<file path="config.mk">
export PLATFORM = sky130hd
export DESIGN_NAME = uart_fc
export DESIGN_NICKNAME = d
export VERILOG_FILES = /design/src/rtl/uart_fc_pkg.sv /design/src/rtl/uart_fc_baud.sv /design/src/rtl/uart_fc_ctrl.sv /design/src/rtl/uart_fc_dpath.sv /design/src/rtl/uart_fc.sv
export SDC_FILE = /design/constraint.sdc
export NUM_CORES = 1
export LEC_CHECK = 0
export BUFFER_PORTS_ARGS = -buffer_cell sky130_fd_sc_hd__buf_2
export CAP_MARGIN = 20
export CELL_PAD_IN_SITES_DETAIL_PLACEMENT = 1
export CELL_PAD_IN_SITES_GLOBAL_PLACEMENT = 2
export CORE_MARGIN = 4
export CORE_UTILIZATION = 42
export DETAILED_ROUTE_END_ITERATION = 16
export PLACE_DENSITY = 0.86
export SKIP_CTS_REPAIR_TIMING = 1
export SLEW_MARGIN = 10
export SYNTH_ARGS = -nofsm -noshare
export SYNTH_HDL_FRONTEND = slang
export SYNTH_SLANG_ARGS = --single-unit
</file>
<file path="constraint.sdc">
create_clock -name clk -period 5.9 [get_ports clk]
set_clock_uncertainty 0.05 [all_clocks]
set_input_delay 0.885 -clock clk [delete_from_list [all_inputs] [get_ports clk]]
set_output_delay 0.885 -clock clk [all_outputs]
set_load 0.05 [all_outputs]
</file>
<file path="src/rtl/uart_fc_pkg.sv">
package uart_fc_pkg;

  // Strobes from control to datapath, one cycle each
  typedef struct packed {
    logic txLoad;     // capture txData into the frame shifter
    logic txShift;    // advance the frame shifter by one bit
    logic rxShift;    // shift the centre sample into the receive register
    logic rxCapture;  // good stop bit: move byte into holding register
    logic rxFrameErr; // bad stop bit
  } strobe_t;

  typedef enum logic [1:0] {
    RX_IDLE  = 2'd0,
    RX_START = 2'd1,
    RX_DATA  = 2'd2,
    RX_STOP  = 2'd3
  } rx_state_t;

endpackage

</file>
<file path="src/rtl/uart_fc_baud.sv">
module uart_fc_baud #(
  parameter int DIV_W   = 16,
  parameter int DIV_RST = 0
) (
  input  logic             clk,
  input  logic             rstN,
  input  logic             cfgWe,
  input  logic [DIV_W-1:0] cfgDiv,
  output logic             tick
);
  logic [DIV_W-1:0] divReg;
  logic [DIV_W-1:0] cnt;

  assign tick = (cnt == divReg);

  always_ff @(posedge clk or negedge rstN) begin
    if (!rstN) begin
      divReg <= DIV_W'(DIV_RST);
      cnt    <= '0;
    end else if (cfgWe) begin
      divReg <= cfgDiv;
      cnt    <= '0;
    end else if (tick) begin
      cnt <= '0;
    end else begin
      cnt <= cnt + 1'b1;
    end
  end
endmodule

</file>
<file path="src/rtl/uart_fc_ctrl.sv">
module uart_fc_ctrl
  import uart_fc_pkg::*;
#(
  parameter int DATA_W = 8,
  parameter int OVS    = 16
) (
  input  logic    clk,
  input  logic    rstN,
  input  logic    tick,
  input  logic    flowEn,
  input  logic    txValid,
  input  logic    ctsAsserted,
  input  logic    rxLine,
  output logic    txReady,
  output strobe_t strb
);
  localparam int TW    = $clog2(OVS);
  localparam int FRAME = DATA_W + 2;
  localparam int BW    = $clog2(FRAME + 1);
  localparam int RBW   = $clog2(DATA_W);
  localparam logic [TW-1:0]  TLAST      = TW'(OVS - 1);
  localparam logic [TW-1:0]  START_LAST = TW'(OVS / 2 - 2);
  localparam logic [BW-1:0]  TX_LAST    = BW'(FRAME - 1);
  localparam logic [RBW-1:0] RX_LAST    = RBW'(DATA_W - 1);

  // ---------------- transmit sequencing ----------------
  logic          txBusy;
  logic [TW-1:0] txTick;
  logic [BW-1:0] txBit;

  assign txReady = !txBusy && (!flowEn || ctsAsserted);

  always_ff @(posedge clk or negedge rstN) begin
    if (!rstN) begin
      txBusy <= 1'b0;
      txTick <= '0;
      txBit  <= '0;
    end else if (strb.txLoad) begin
      txBusy <= 1'b1;
      txTick <= '0;
      txBit  <= '0;
    end else if (txBusy && tick) begin
      txTick <= (txTick == TLAST) ? '0 : txTick + 1'b1;
      if (txTick == TLAST) begin
        txBit <= txBit + 1'b1;
        if (txBit == TX_LAST) txBusy <= 1'b0;
      end
    end
  end

  // ---------------- receive sequencing ----------------
  rx_state_t      rxState;
  logic [TW-1:0]  rxTick;
  logic [RBW-1:0] rxBit;

  always_ff @(posedge clk or negedge rstN) begin
    if (!rstN) begin
      rxState <= RX_IDLE;
      rxTick  <= '0;
      rxBit   <= '0;
    end else if (tick) begin
      unique case (rxState)
        RX_IDLE: begin
          if (!rxLine) begin
            rxState <= RX_START;
            rxTick  <= '0;
          end
        end
        RX_START: begin
          if (rxLine) begin
            rxState <= RX_IDLE;          // too short: glitch
          end else if (rxTick == START_LAST) begin
            rxState <= RX_DATA;          // mid-point of start bit reached
            rxTick  <= '0;
            rxBit   <= '0;
          end else begin
            rxTick <= rxTick + 1'b1;
          end
        end
        RX_DATA: begin
          rxTick <= (rxTick == TLAST) ? '0 : rxTick + 1'b1;
          if (rxTick == TLAST) begin
            rxBit <= rxBit + 1'b1;
            if (rxBit == RX_LAST) rxState <= RX_STOP;
          end
        end
        RX_STOP: begin
          rxTick <= (rxTick == TLAST) ? '0 : rxTick + 1'b1;
          if (rxTick == TLAST) rxState <= RX_IDLE;
        end
        default: rxState <= RX_IDLE;
      endcase
    end
  end

  // ---------------- strobes ----------------
  logic rxCentre;
  assign rxCentre = tick && (rxTick == TLAST);

  always_comb begin
    strb            = '0;
    strb.txLoad     = txValid && txReady;
    strb.txShift    = txBusy && tick && (txTick == TLAST);
    strb.rxShift    = (rxState == RX_DATA) && rxCentre;
    strb.rxCapture  = (rxState == RX_STOP) && rxCentre && rxLine;
    strb.rxFrameErr = (rxState == RX_STOP) && rxCentre && !rxLine;
  end
endmodule

</file>
<file path="src/rtl/uart_fc_dpath.sv">
module uart_fc_dpath
  import uart_fc_pkg::*;
#(
  parameter int DATA_W = 8
) (
  input  logic              clk,
  input  logic              rstN,
  input  strobe_t           strb,
  input  logic              flowEn,
  input  logic [DATA_W-1:0] txData,
  input  logic              rxReady,
  input  logic              uartRx,
  input  logic              ctsN,
  output logic              uartTx,
  output logic [DATA_W-1:0] rxData,
  output logic              rxValid,
  output logic              rtsN,
  output logic              rxLine,
  output logic              ctsAsserted
);
  localparam int FRAME = DATA_W + 2;
  localparam int SYNC  = 2;

  // two-stage synchronisers, reset to the idle/deasserted level
  logic [SYNC-1:0] rxSync;
  logic [SYNC-1:0] ctsSync;

  always_ff @(posedge clk or negedge rstN) begin
    if (!rstN) begin
      rxSync  <= '1;
      ctsSync <= '1;
    end else begin
      rxSync  <= {rxSync[SYNC-2:0], uartRx};
      ctsSync <= {ctsSync[SYNC-2:0], ctsN};
    end
  end

  assign rxLine      = rxSync[SYNC-1];
  assign ctsAsserted = !ctsSync[SYNC-1];

  // transmit frame shifter: stop, data, start (LSB leaves first)
  logic [FRAME-1:0] txShreg;

  always_ff @(posedge clk or negedge rstN) begin
    if (!rstN)             txShreg <= '1;
    else if (strb.txLoad)  txShreg <= {1'b1, txData, 1'b0};
    else if (strb.txShift) txShreg <= {1'b1, txShreg[FRAME-1:1]};
  end

  assign uartTx = txShreg[0];

  // receive shifter and single holding register
  logic [DATA_W-1:0] rxShreg;

  always_ff @(posedge clk or negedge rstN) begin
    if (!rstN) begin
      rxShreg <= '0;
      rxData  <= '0;
      rxValid <= 1'b0;
    end else begin
      if (strb.rxShift) rxShreg <= {rxLine, rxShreg[DATA_W-1:1]};
      if (strb.rxCapture && !rxValid) begin
        rxData  <= rxShreg;
        rxValid <= 1'b1;
      end else if (rxValid && rxReady) begin
        rxValid <= 1'b0;
      end
    end
  end

  assign rtsN = flowEn & rxValid;
endmodule

</file>
<file path="src/rtl/uart_fc.sv">
module uart_fc
  import uart_fc_pkg::*;
#(
  parameter int DATA_W  = 8,
  parameter int DIV_W   = 16,
  parameter int OVS     = 16,
  parameter int DIV_RST = 0
) (
  input  logic              clk,
  input  logic              rstN,
  input  logic              cfgWe,
  input  logic [DIV_W-1:0]  cfgDiv,
  input  logic              cfgFlowEn,
  input  logic [DATA_W-1:0] txData,
  input  logic              txValid,
  output logic              txReady,
  output logic [DATA_W-1:0] rxData,
  output logic              rxValid,
  input  logic              rxReady,
  output logic              rxFrameErr,
  output logic              uartTx,
  input  logic              uartRx,
  input  logic              ctsN,
  output logic              rtsN
);
  logic    flowEn;
  logic    tick;
  logic    rxLine;
  logic    ctsAsserted;
  strobe_t strb;

  always_ff @(posedge clk or negedge rstN) begin
    if (!rstN)      flowEn <= 1'b0;
    else if (cfgWe) flowEn <= cfgFlowEn;
  end

  uart_fc_baud #(.DIV_W(DIV_W), .DIV_RST(DIV_RST)) u_baud (
    .clk(clk), .rstN(rstN), .cfgWe(cfgWe), .cfgDiv(cfgDiv), .tick(tick)
  );

  uart_fc_ctrl #(.DATA_W(DATA_W), .OVS(OVS)) u_ctrl (
    .clk(clk), .rstN(rstN), .tick(tick), .flowEn(flowEn),
    .txValid(txValid), .ctsAsserted(ctsAsserted), .rxLine(rxLine),
    .txReady(txReady), .strb(strb)
  );

  uart_fc_dpath #(.DATA_W(DATA_W)) u_dpath (
    .clk(clk), .rstN(rstN), .strb(strb), .flowEn(flowEn),
    .txData(txData), .rxReady(rxReady), .uartRx(uartRx), .ctsN(ctsN),
    .uartTx(uartTx), .rxData(rxData), .rxValid(rxValid), .rtsN(rtsN),
    .rxLine(rxLine), .ctsAsserted(ctsAsserted)
  );

  assign rxFrameErr = strb.rxFrameErr;
endmodule

</file>
---- Word-level counts from Yosys, hierarchy flattened ----
Index checks and enable logic that the tools add are counted.
word-level totals
  logic and storage cells ................. 99
  input bits .............................. 32
  register bits after elaboration ......... 82
operators by class
  multiplexer cells ....................... 32
  equal/unequal tests ..................... 16
  add/subtract/negate cells ............... 5
  reduce and logical (&&, ||, !) cells .... 30
  bitwise logic cells ..................... 1
operator list
  kind                                                                     count
  4-bit two-way mux                                                        10
  16-bit two-way mux                                                       2
  10-bit two-way mux                                                       2
  16-bit by 1-bit adder with 16-bit output, second input constant          1
  16-bit == test                                                           1
  4-bit by 1-bit adder with 4-bit output, second input constant            3
  4-bit == test, second input constant                                     3
  2-bit two-way mux                                                        6
  4-bit case mux with 3 select lines                                       1
  2-bit nonzero test                                                       6
  1-bit logical AND                                                        11
  3-bit two-way mux                                                        3
  2-bit by 1-bit inequality test with 1-bit output, second input constant  4
  2-bit case mux with 4 select lines                                       1
  1-bit two-way mux                                                        6
  3-bit case mux with 2 select lines                                       1
  3-bit AND reduction                                                      2
  6-bit AND reduction                                                      1
  1-bit logical NOT                                                        5
  5-bit AND reduction                                                      1
  2-bit == test, second input constant                                     2
  4-bit by 3-bit == test with 1-bit output, second input constant          1
  2-bit inequality test, second input constant                             2
  3-bit by 1-bit adder with 3-bit output, second input constant            1
  other kinds (8)                                                          8

---- Logic depth before layout (Yosys ltp) ----
  depth after elaboration ................. 6
  depth in mapped cells ................... 7
  mapped depth without buffers ............ 7

---- Hierarchy ----
A second synthesis with hierarchy kept.
second synthesis, totals
  cells, all modules ...................... 322
  area, all modules ....................... 3798.6 um2
by module, submodules not included
  module         times used  area an instance (um2)  cells each  sequential area each (um2)
  uart_fc_baud   1           1541.5                  134         800.8
  uart_fc_dpath  1           1196.1                  81          767.0
  uart_fc_ctrl   1           1021.0                  105         450.4
  uart_fc        1           40.0                    2           25.0

---- Worst setup path before layout ----
No wires, ideal clock.
  path type ............................... reg2out
  start ................................... register u_baud.cnt[6]
  end ..................................... output port rxFrameErr
  path buffers ............................ 0
  path slack .............................. 2.083 ns
  required time ........................... 4.965 ns
  stages on the path, launching flop included .. 5
  data arrival time ....................... 2.882 ns
  cells stage by stage .................... dfrtp_1 xor2_1 nor4_1 nand4_2 nor4b_1
between the ends
  cells in the longest elaborated chain, start to end .. 4
RTL lines
  item                             line                 source
  start, declared                  uart_fc_baud.sv:12   logic [DIV_W-1:0] cnt;
  start signal, assigned           uart_fc_baud.sv:26   cnt <= cnt + 1'b1;
  16-bit == test                   uart_fc_baud.sv:14   assign tick = (cnt == divReg);
  1-bit logical AND                uart_fc_ctrl.sv:98   assign rxCentre = tick && (rxTick == TLAST);
  1-bit logical AND (2 in series)  uart_fc_ctrl.sv:106  strb.rxFrameErr = (rxState == RX_STOP) && rxCentre && !rxLine;
  end, declared                    uart_fc.sv:20        output logic rxFrameErr,
No other way between the ends.

---- Worst setup path after layout ----
  start ................................... register u_baud.cnt[8]
  end ..................................... output port rxFrameErr
Same word-level chain as after synthesis.

==> qor.csv <==
metric,value,unit
status,completed,
die_area,10440,um2
drtIter0Drc,71,
clockRootBuffer,clkbuf_8,
critPathMaxStageDelay,0.49,ns
antenna_found_initial,0,
start_kind,flip-flop,
finalSetupViolations,0,
grt_first_pass_wirelength,13.68,mm
cts.htree.levels,3,
hp-class,reg -> reg,
grt_max_degree,82,
final.setup.tns,0,ns
wl_met3,175,um
yosysTopAreaCell,dfrtp_1,
final_util,49.06,%
mostFrequentLayoutCells,"dfrtp_1 (68), buf_2 (43), mux2_2 (37)",
grt_pass1_vias,2745,
leakagePower,2.064,nW
power.density,243.5,nW/um2
fin_area,4258,um2
worst_slew_pin_slew,0.6590,ns
crit_chain,xor2_1 > nor4_1 > nand4_2 > nor4b_1 > buf_2,
clk_latency,0.35,ns
vias_per_cell,5.429,
num_rows,34,
drc,0,
crit_fanout,10,
ir_drop,0.0001372,V
nFillCells,957,
synthCells,306,
clockBufferDepth,2,
dr.pass1.iters,4,
area_growth,14.27,%
synth_top_cells_by_area,"dfrtp_1 (46%), mux2_2 (11%), dfstp_2 (9.2%), xor2_1 (5.6%), ha_1 (2.7%)",
crit_path_end_kind,output port,
synth_edf_count,0,
syn_avg_cell_area,12.18,um2
n_antenna_cell,0,
placed_cell_area,4038,um2
fmax,290.3,MHz
slowest_stage,nor4_1,
wl_per_cell,17.30,um
die_height,102.2,um
cts_tree,yes,
rsz0062_at_grt,no,
crit_arrival,2.51,ns
final_max_slew_viol_count,0,
critPathRequiredTime,4.97,ns
fin_crit,3.445,ns
initial_utilization,42.94,%
clock-sinks,81,
wl_met2,3.856,mm
cts_inserted_buffers,9,
ant_nets,0,
die_w,102.2,um
slew_headroom,55.74,%
synth_fp_nets,346,
core,8678,um2
maxCapViolations,0,
regArea,2043,um2
fin_crit_sh,58.39,%
multi_input_area,1603,um2
netlist_area,3726,um2
finalWirelength,8.027,mm
drive_above_1_share,33.71,%
yosys_warnings,0,
io_pins,45,
async_flop_share,100.0,%
dp.final_hpwl,5.602,mm
gp_congestion,0.7401,
io_buffers,44,
hold_viol_final,0,
wl_met1,3.904,mm
fin_nets,391,
top_layer_used,met4,
final_common_cell,dfrtp_1,
yosysUniqueCellTypes,47,
ys_seq_area_share,54.84,%
yosysTopAreaCellShare,45.67,%
ys.flop_type,dfrtp_1,
criticalPathCategory,reg -> out,
clk_pin_slew,0.08,ns
reg2reg_depth,5,
ys_seq_elements,81,
overflow,0,
hold_path_depth,0,
grt_use_total,16.74,%
vias,2519,
state kept, by name, indices dropped and copies added, names as in the netlist, named ones only:
| name | count |
|---|---|
| u_baud.cnt | 16 |
| u_baud.divReg | 16 |
| u_dpath.txShreg | 9 |
| u_dpath.rxData | 8 |
| u_dpath.rxShreg | 8 |
| u_ctrl.rxTick | 4 |
| u_ctrl.txBit | 4 |
| u_ctrl.txTick | 4 |
| u_ctrl.rxBit | 3 |
| u_dpath.ctsSync | 2 |
| u_dpath.rxSync | 2 |
| flowEn | 1 |
| u_ctrl.rxState | 1 |
| u_ctrl.txBusy | 1 |
| u_dpath.rxValid | 1 |
cell families (layout without fill, tap and decap cells):
family / Yosys count / count (layout) / synth area share (%)
fa+ha+maj: 8 / 8 / 2.686
buf+inv: 19 / 69 / 2.149
xor+xnor: 30 / 30 / 7.052
compound gates: 36 / 36 / 7.186
mux: 40 / 40 / 11.99
simple gates: 92 / 92 / 14.10
flops: 81 / 81 / 54.84
layout make-up:
type                            instances  share of cell area (%)
Sequential cell                        81                   47.99
Multi-Input combinational cell        206                   37.64
Timing Repair Buffer                   46                   6.053
Clock buffer                           12                   3.908
Tap cell                              108                   3.174
Clock inverter                          4                  0.6171
Inverter                                7                  0.6171
power by group:
part           internal [mW]  switching [mW]  total, mW
clock                  0.190           0.201      0.391
sequential             0.572          0.0145      0.586
combinational         0.0285          0.0312     0.0596
critical path, delay by kind of cell, from the launching register on:
family	cells	cell delay (ns)
xor gates and xnor gates	1	0.18
buffers and inverters	1	0.32
DFF	1	0.43
and+or+nand+nor	3	1.23
path summary, 6_finish.rpt:
kind	from	to	slack, ns
worst min register to register	u_dpath.rxSync[0]$_DFF_PN1_	u_dpath.rxSync[1]$_DFF_PN1_	0.31
max in group asynchronous	rstN	u_dpath.ctsSync[1]$_DFF_PN1_	4.75
worst max-delay path	u_baud.cnt[8]$_DFF_PN0_	rxFrameErr	2.45
min in group asynchronous	rstN	u_baud.divReg[11]$_DFFE_PN0P_	0.40
worst min-delay path	u_dpath.rxSync[0]$_DFF_PN1_	u_dpath.rxSync[1]$_DFF_PN1_	0.31
worst max register to register	u_baud.cnt[8]$_DFF_PN0_	u_dpath.rxData[5]$_DFFE_PN0P_	3.16
layer usage:
layer	up-vias	track usage, %
met3	7	3.003
met4	0	5.752
li1	1185	-
met1	1304	23.82
met2	23	25.84
met5	-	0
Yosys cell counts (all sizes together), types with 7 or more instances:
cell,number
a21oi,9
a221o,8
and3,15
dfrtp,68
dfstp,13
ha,8
inv,7
mux2,37
nand2,19
nand3,8
nor2,20
o21ai,7
xor2,24
metrics by stage:
| step | total power, mW | setup WS (ns) | instances | hold slack, ns |
|---|---|---|---|---|
| after CTS | 1.050 | 2.419 | 463 | 0.3096 |
| final | 1.037 | 2.455 | 464 | 0.3079 |
| after floorplan | 0.6224 | 2.083 | 306 | 0.2952 |
| after global routing | 1.089 | 2.241 | 464 | 0.3168 |
| after detailed placement | 0.6556 | 2.822 | 447 | 0.2968 |
| after global placement | 0.6523 | 2.842 | 447 | 0.2973 |
(Power assumes the default switching activity.)
